### src/rtl/ser_irq_pkg.sv
package ser_irq_pkg;
  localparam int NUM_DATA   = 3;
  localparam int NUM_STICKY = 3;
  localparam int NUM_STAT   = NUM_DATA + NUM_STICKY;
  localparam int DF_TXE  = 0;
  localparam int DF_TEND = 1;
  localparam int DF_RXF  = 2;
  localparam int SK_STOP = 0;
  localparam int SK_NACK = 1;
  localparam int SK_AL   = 2;

  typedef struct packed {
    logic rxf;
    logic tend;
    logic txe;
  } data_flags_t;
endpackage

### src/rtl/ser_data_flags.sv
module ser_data_flags
  import ser_irq_pkg::*;
(
  input  logic        clk,
  input  logic        rst_n,
  input  logic        ev_tx_load,
  input  logic        ev_tx_end,
  input  logic        ev_rx_full,
  input  logic        cpu_tx_wr,
  input  logic        cpu_rx_rd,
  input  logic        xfer_busy,
  input  logic        xfer_tx_wr,
  input  logic        xfer_rx_rd,
  output data_flags_t flags
);
  logic tx_clr, rx_clr;

  // controller accesses count only while a counted transfer runs
  assign tx_clr = cpu_tx_wr | (xfer_busy & xfer_tx_wr);
  assign rx_clr = cpu_rx_rd | (xfer_busy & xfer_rx_rd);

  always_ff @(posedge clk) begin
    if (!rst_n) begin
      flags.txe  <= 1'b1;
      flags.tend <= 1'b0;
      flags.rxf  <= 1'b0;
    end else begin
      // hardware set has priority over the access-side clear
      if (ev_tx_load)  flags.txe  <= 1'b1;
      else if (tx_clr) flags.txe  <= 1'b0;
      if (ev_tx_end)   flags.tend <= 1'b1;
      else if (tx_clr) flags.tend <= 1'b0;
      if (ev_rx_full)  flags.rxf  <= 1'b1;
      else if (rx_clr) flags.rxf  <= 1'b0;
    end
  end
endmodule

### src/rtl/ser_sticky_bank.sv
module ser_sticky_bank #(
  parameter int N = 3
) (
  input  logic         clk,
  input  logic         rst_n,
  input  logic [N-1:0] set_i,
  input  logic         rd_i,
  input  logic         wr_i,
  input  logic [N-1:0] wdata_i,
  output logic [N-1:0] flag_o
);
  for (genvar g = 0; g < N; g++) begin : g_cell
    logic flag_q, armed_q;
    always_ff @(posedge clk) begin
      if (!rst_n) begin
        flag_q  <= 1'b0;
        armed_q <= 1'b0;
      end else begin
        if (set_i[g]) begin
          flag_q  <= 1'b1;
          armed_q <= 1'b0;
        end else if (wr_i) begin
          if (armed_q && !wdata_i[g]) flag_q <= 1'b0;
          armed_q <= 1'b0;
        end else if (rd_i && flag_q) begin
          armed_q <= 1'b1;
        end
      end
    end
    assign flag_o[g] = flag_q;
  end
endmodule

### src/rtl/ser_req_gate.sv
module ser_req_gate
  import ser_irq_pkg::*;
(
  input  logic                  clk,
  input  logic                  rst_n,
  input  logic                  mode_i2c,
  input  data_flags_t           dflags,
  input  logic [NUM_STICKY-1:0] sflags,
  input  logic                  en_txe,
  input  logic                  en_tend,
  input  logic                  en_rxf,
  input  logic                  en_stop,
  input  logic                  en_nack,
  output logic                  irq_txe,
  output logic                  irq_tend,
  output logic                  irq_rxf,
  output logic                  irq_stop,
  output logic                  irq_nack,
  output logic                  trig_tx,
  output logic                  trig_rx
);
  logic txe_c, rxf_c, bus_err;

  assign txe_c   = dflags.txe & en_txe;
  assign rxf_c   = dflags.rxf & en_rxf;
  assign bus_err = sflags[SK_NACK] | sflags[SK_AL];

  always_ff @(posedge clk) begin
    if (!rst_n) begin
      irq_txe  <= 1'b0;
      irq_tend <= 1'b0;
      irq_rxf  <= 1'b0;
      irq_stop <= 1'b0;
      irq_nack <= 1'b0;
      trig_tx  <= 1'b0;
      trig_rx  <= 1'b0;
    end else begin
      irq_txe  <= txe_c;
      irq_tend <= dflags.tend & en_tend;
      irq_rxf  <= rxf_c;
      irq_stop <= mode_i2c & sflags[SK_STOP] & en_stop;
      irq_nack <= mode_i2c & bus_err & en_nack;
      trig_tx  <= txe_c;
      trig_rx  <= rxf_c;
    end
  end
endmodule

### src/rtl/ser_status_irq.sv
module ser_status_irq
  import ser_irq_pkg::*;
(
  input  logic                  clk,
  input  logic                  rst_n,
  input  logic                  mode_i2c,
  input  logic                  ev_tx_load,
  input  logic                  ev_tx_end,
  input  logic                  ev_rx_full,
  input  logic                  ev_stop,
  input  logic                  ev_nack,
  input  logic                  ev_arb_lost,
  input  logic                  ev_overrun,
  input  logic                  cpu_tx_wr,
  input  logic                  cpu_rx_rd,
  input  logic                  xfer_busy,
  input  logic                  xfer_tx_wr,
  input  logic                  xfer_rx_rd,
  input  logic                  stat_rd,
  input  logic                  stat_wr,
  input  logic [NUM_STICKY-1:0] stat_wdata,
  input  logic                  en_txe,
  input  logic                  en_tend,
  input  logic                  en_rxf,
  input  logic                  en_stop,
  input  logic                  en_nack,
  output logic [NUM_STAT-1:0]   status_o,
  output logic                  irq_txe,
  output logic                  irq_tend,
  output logic                  irq_rxf,
  output logic                  irq_stop,
  output logic                  irq_nack,
  output logic                  trig_tx,
  output logic                  trig_rx
);
  data_flags_t           dflags;
  logic [NUM_STICKY-1:0] sset, sflags;

  assign sset[SK_STOP] = ev_stop;
  assign sset[SK_NACK] = ev_nack;
  assign sset[SK_AL]   = ev_arb_lost | ev_overrun;

  ser_data_flags u_data (
    .clk(clk), .rst_n(rst_n),
    .ev_tx_load(ev_tx_load), .ev_tx_end(ev_tx_end), .ev_rx_full(ev_rx_full),
    .cpu_tx_wr(cpu_tx_wr), .cpu_rx_rd(cpu_rx_rd),
    .xfer_busy(xfer_busy), .xfer_tx_wr(xfer_tx_wr), .xfer_rx_rd(xfer_rx_rd),
    .flags(dflags)
  );

  ser_sticky_bank #(.N(NUM_STICKY)) u_sticky (
    .clk(clk), .rst_n(rst_n), .set_i(sset),
    .rd_i(stat_rd), .wr_i(stat_wr), .wdata_i(stat_wdata),
    .flag_o(sflags)
  );

  ser_req_gate u_gate (
    .clk(clk), .rst_n(rst_n), .mode_i2c(mode_i2c),
    .dflags(dflags), .sflags(sflags),
    .en_txe(en_txe), .en_tend(en_tend), .en_rxf(en_rxf),
    .en_stop(en_stop), .en_nack(en_nack),
    .irq_txe(irq_txe), .irq_tend(irq_tend), .irq_rxf(irq_rxf),
    .irq_stop(irq_stop), .irq_nack(irq_nack),
    .trig_tx(trig_tx), .trig_rx(trig_rx)
  );

  assign status_o = {sflags, dflags.rxf, dflags.tend, dflags.txe};
endmodule

### config.mk
export PLATFORM = sky130hd
export DESIGN_NAME = ser_status_irq
export DESIGN_NICKNAME = d
export VERILOG_FILES = /design/src/rtl/ser_irq_pkg.sv /design/src/rtl/ser_data_flags.sv /design/src/rtl/ser_sticky_bank.sv /design/src/rtl/ser_req_gate.sv /design/src/rtl/ser_status_irq.sv
export SDC_FILE = /design/constraint.sdc
export NUM_CORES = 1
export LEC_CHECK = 0
export BUFFER_PORTS_ARGS = -buffer_cell sky130_fd_sc_hd__clkbuf_2
export CAP_MARGIN = 30
export CORE_AREA = 3 3 40 42
export CTS_BUF_LIST = sky130_fd_sc_hd__clkbuf_4
export CTS_CLUSTER_DIAMETER = 200
export DETAILED_ROUTE_END_ITERATION = 12
export DIE_AREA = 0 0 43 45
export PLACE_DENSITY = 0.91
export SYNTH_ARGS = -nofsm -noshare
export SYNTH_HDL_FRONTEND = slang
export SYNTH_HIERARCHICAL = 1
export SYNTH_SLANG_ARGS = --single-unit
### constraint.sdc
create_clock -name clk -period 1.3 [get_ports clk]
set_input_delay 0.13 -clock clk [delete_from_list [all_inputs] [get_ports clk]]
set_output_delay 0.13 -clock clk [all_outputs]
set_load 0.005 [all_outputs]
==> results.txt <==
Status -> finished clean
Total Wirelength -> 1.17 mm
Count of final max-slew check failures -> 0
Fillers -> 127
Die width -> 43 um
DIE HEIGHT -> 45 um
Vias in the first global route -> 458
CP max stage cell -> dfxtp_1
R2R depth -> 2
Setup CP Type -> flip-flop to output port
I/O pin total -> 38
Hold_ws -> 0.0312 ns
Static leakage power -> 0.376 nW
Clock transition at path regs -> 0.08 ns
Synth Warn # -> 6
P per Cell Area -> 1100 nW/um2
Worst-path fanout max -> 4
Worst-Skew Late Latency -> 0.28 ns
Row count -> 13
ANT nets after route -> 0
Area growth from synthesis to layout -> 35.7%
Clk sinks -> 14
EDFF count, synth -> 0
DRC violation total after the first TritonRoute iteration -> 4
CTS tree -> yes
CTS Buf Count -> 3
Post-Syn Area -> 539 um2
Share of cells above drive strength 1 -> 0.565
Total number of vias -> 487
Number of iterations in the first detailed-routing pass -> 3
Largest delay share family, worst path -> flip-flops
Max Cap Violations -> 0
Residual DRC -> 0
Max clock buf depth -> 2
Ys flop type -> dfxtp_1
Initial antenna violation count -> 0
Crit-path cells -> clkbuf_2
R2R Setup Slk -> 0.57 ns
Crit path depth -> 1
Synth top area share -> 0.520
Final count of hold timing violations -> 0
Maximum clock rate -> 1060 MHz
Critical Path Source Type -> flip-flop
Worst Setup End Kind -> output port
Post-synth net total -> 74
Overall Global Routing Usage -> 0.130
Total negative slack -> 0 ns
Required time of the critical path -> 1.17 ns
Synth area leaders -> dfxtp_1 (52%), and4bb_1 (7.0%), buf_4 (7.0%)
Core area -> 1280 um2
FF-to-FF Start -> u_sticky/g_cell[2].flag_q
Skew final -> 0.00371 ns
RSZ-0062 raised after global routing -> no
Dpl cells -> 96
Initial Utilization -> 0.420
PortBufs -> 37
Relative slew slack -> 0.847
Diodes inserted -> 0
Postcts setup bufs -> 0
Routed WL per cell -> 11.7 um
Global-route wire length before repair -> 1.82 mm
Worst Hold Launch -> ev_nack
Top cell type by total area after synthesis -> dfxtp_1
Hold-critical path depth -> 2
Worst hold endpoint -> u_sticky/g_cell[1].armed_q
Root Buffer -> clkbuf_4
Largest net degree at the start of global routing -> 13
Post-synth top cells -> dfxtp_1 (14), buf_4 (5), a21oi_1 (4)
Tmin final -> 0.945 ns
Gate Count Post-Synth -> 49
Final std cells w/o fill -> 100
Most frequent cell after synthesis -> dfxtp_1
Critical path arrival -> 0.81 ns
Average vias per placed instance -> 4.87
Nets -> 111
GR Overflow Total -> 0
Peak supply drop -> 0.000461 V
Register bit total from synthesis -> 14
Final period util -> 0.727
FF-to-FF End -> u_sticky/g_cell[2].armed_q
Slowest Stage Delay on Critical Path -> 0.40 ns
# setup viols final -> 0
Die Area -> 1940 um2
Hold Crit Class -> input port to flip-flop
Power, Total -> 0.000807 W
Placer Congestion -> 0.696
Worst Path Buf+Inv -> 1
CTS HTree Levels -> 1
Ys async rst share -> 0
Hold Buf Count CTS -> 0
Resized Gates After CTS -> 0
Syn Area/Cell -> 11.0 um2
Cell variety after synth -> 20
Worst slew pin tran -> 0.230 ns
Post-synthesis sequential area ratio -> 0.520
==> stage by stage <==
stage          setup slack, ns  instance area, um2  utilization
2_1_floorplan            0.538                 539            -
4_1_cts                  0.352                 732        0.570
3_5_place_dp             0.449                 706        0.549
5_1_grt                  0.313                 732        0.570
3_3_place_gp             0.463                 706        0.549
6_report                 0.355                 732        0.570
==> worst register-to-register path, stage by stage, from the launching register on <==
cell     delay (ns)
dfxtp_1        0.38
a21oi_1        0.08
nor3_1         0.19
==> cells in the final DEF (no fill, tap or decap), types with 2 or more instances in the layout <==
master,n
and3_2,3
clkbuf_4,3
nor2_1,3
o21ai_0,3
dfxtp_1,14
nor3_2,2
and4bb_1,3
clkbuf_2,37
a21oi_1,4
==> where the power goes <==
group | leakage (nW) | switching [W] | internal (W) | total [W]
clock | 0.0154 | 0.000133 | 0.000111 | 0.000244
sequential | 0.115 | 0.0000129 | 0.000448 | 0.000461
combinational | 0.245 | 0.0000435 | 0.0000582 | 0.000102
==> final cells by class <==
| type | instances | area [um2] | area share |
|---|---|---|---|
| multi-input cells | 29 | 218 | 0.297 |
| clock inverters | 1 | 3.75 | 0.00513 |
| well taps | 15 | 18.8 | 0.0256 |
| inverters | 1 | 3.75 | 0.00513 |
| repair buffers | 37 | 185 | 0.253 |
| flip-flops and latches | 14 | 280 | 0.383 |
| clock buffers | 3 | 22.5 | 0.0308 |
==> per-layer routing <==
layer	GRT usage	wire, um	vias up
li1	-	-	247
met1	0.147	457	216
met2	0.219	611	22
met3	0.0239	86	2
met4	0.0964	17	0
met5	0	0	-
==> state kept, by name, indices dropped and copies added, names as in the netlist <==
signal	cells
u_gate/trig_rx	1
u_gate/trig_tx	1
u_sticky/g_cell.flag_q	3
u_sticky/g_cell.armed_q	3
u_gate/irq_stop	1
u_gate/irq_nack	1
u_gate/irq_tend	1
u_data/flags	3
==> logic make-up after synthesis <==
group,after synthesis,share of synthesized area
AND/OR/NAND/NOR,18,0.265
buffers and inverters,6,0.0766
flip-flops,14,0.520
AO/OA/AOI/OAI,11,0.139
==> worst max-delay path by stage <==
stage          slack [ns]                      start                         to
6_report             0.36  u_sticky/g_cell[1].flag_q                status_o[4]
5_1_grt              0.31  u_sticky/g_cell[1].flag_q                status_o[4]
4_1_cts              0.35  u_sticky/g_cell[1].flag_q                status_o[4]
3_5_place_dp         0.45                 ev_overrun  u_sticky/g_cell[2].flag_q
3_3_place_gp         0.46                 ev_overrun  u_sticky/g_cell[2].flag_q
2_1_floorplan        0.54  u_sticky/g_cell[2].flag_q            u_gate/irq_nack
(Power assumes the default switching activity.)
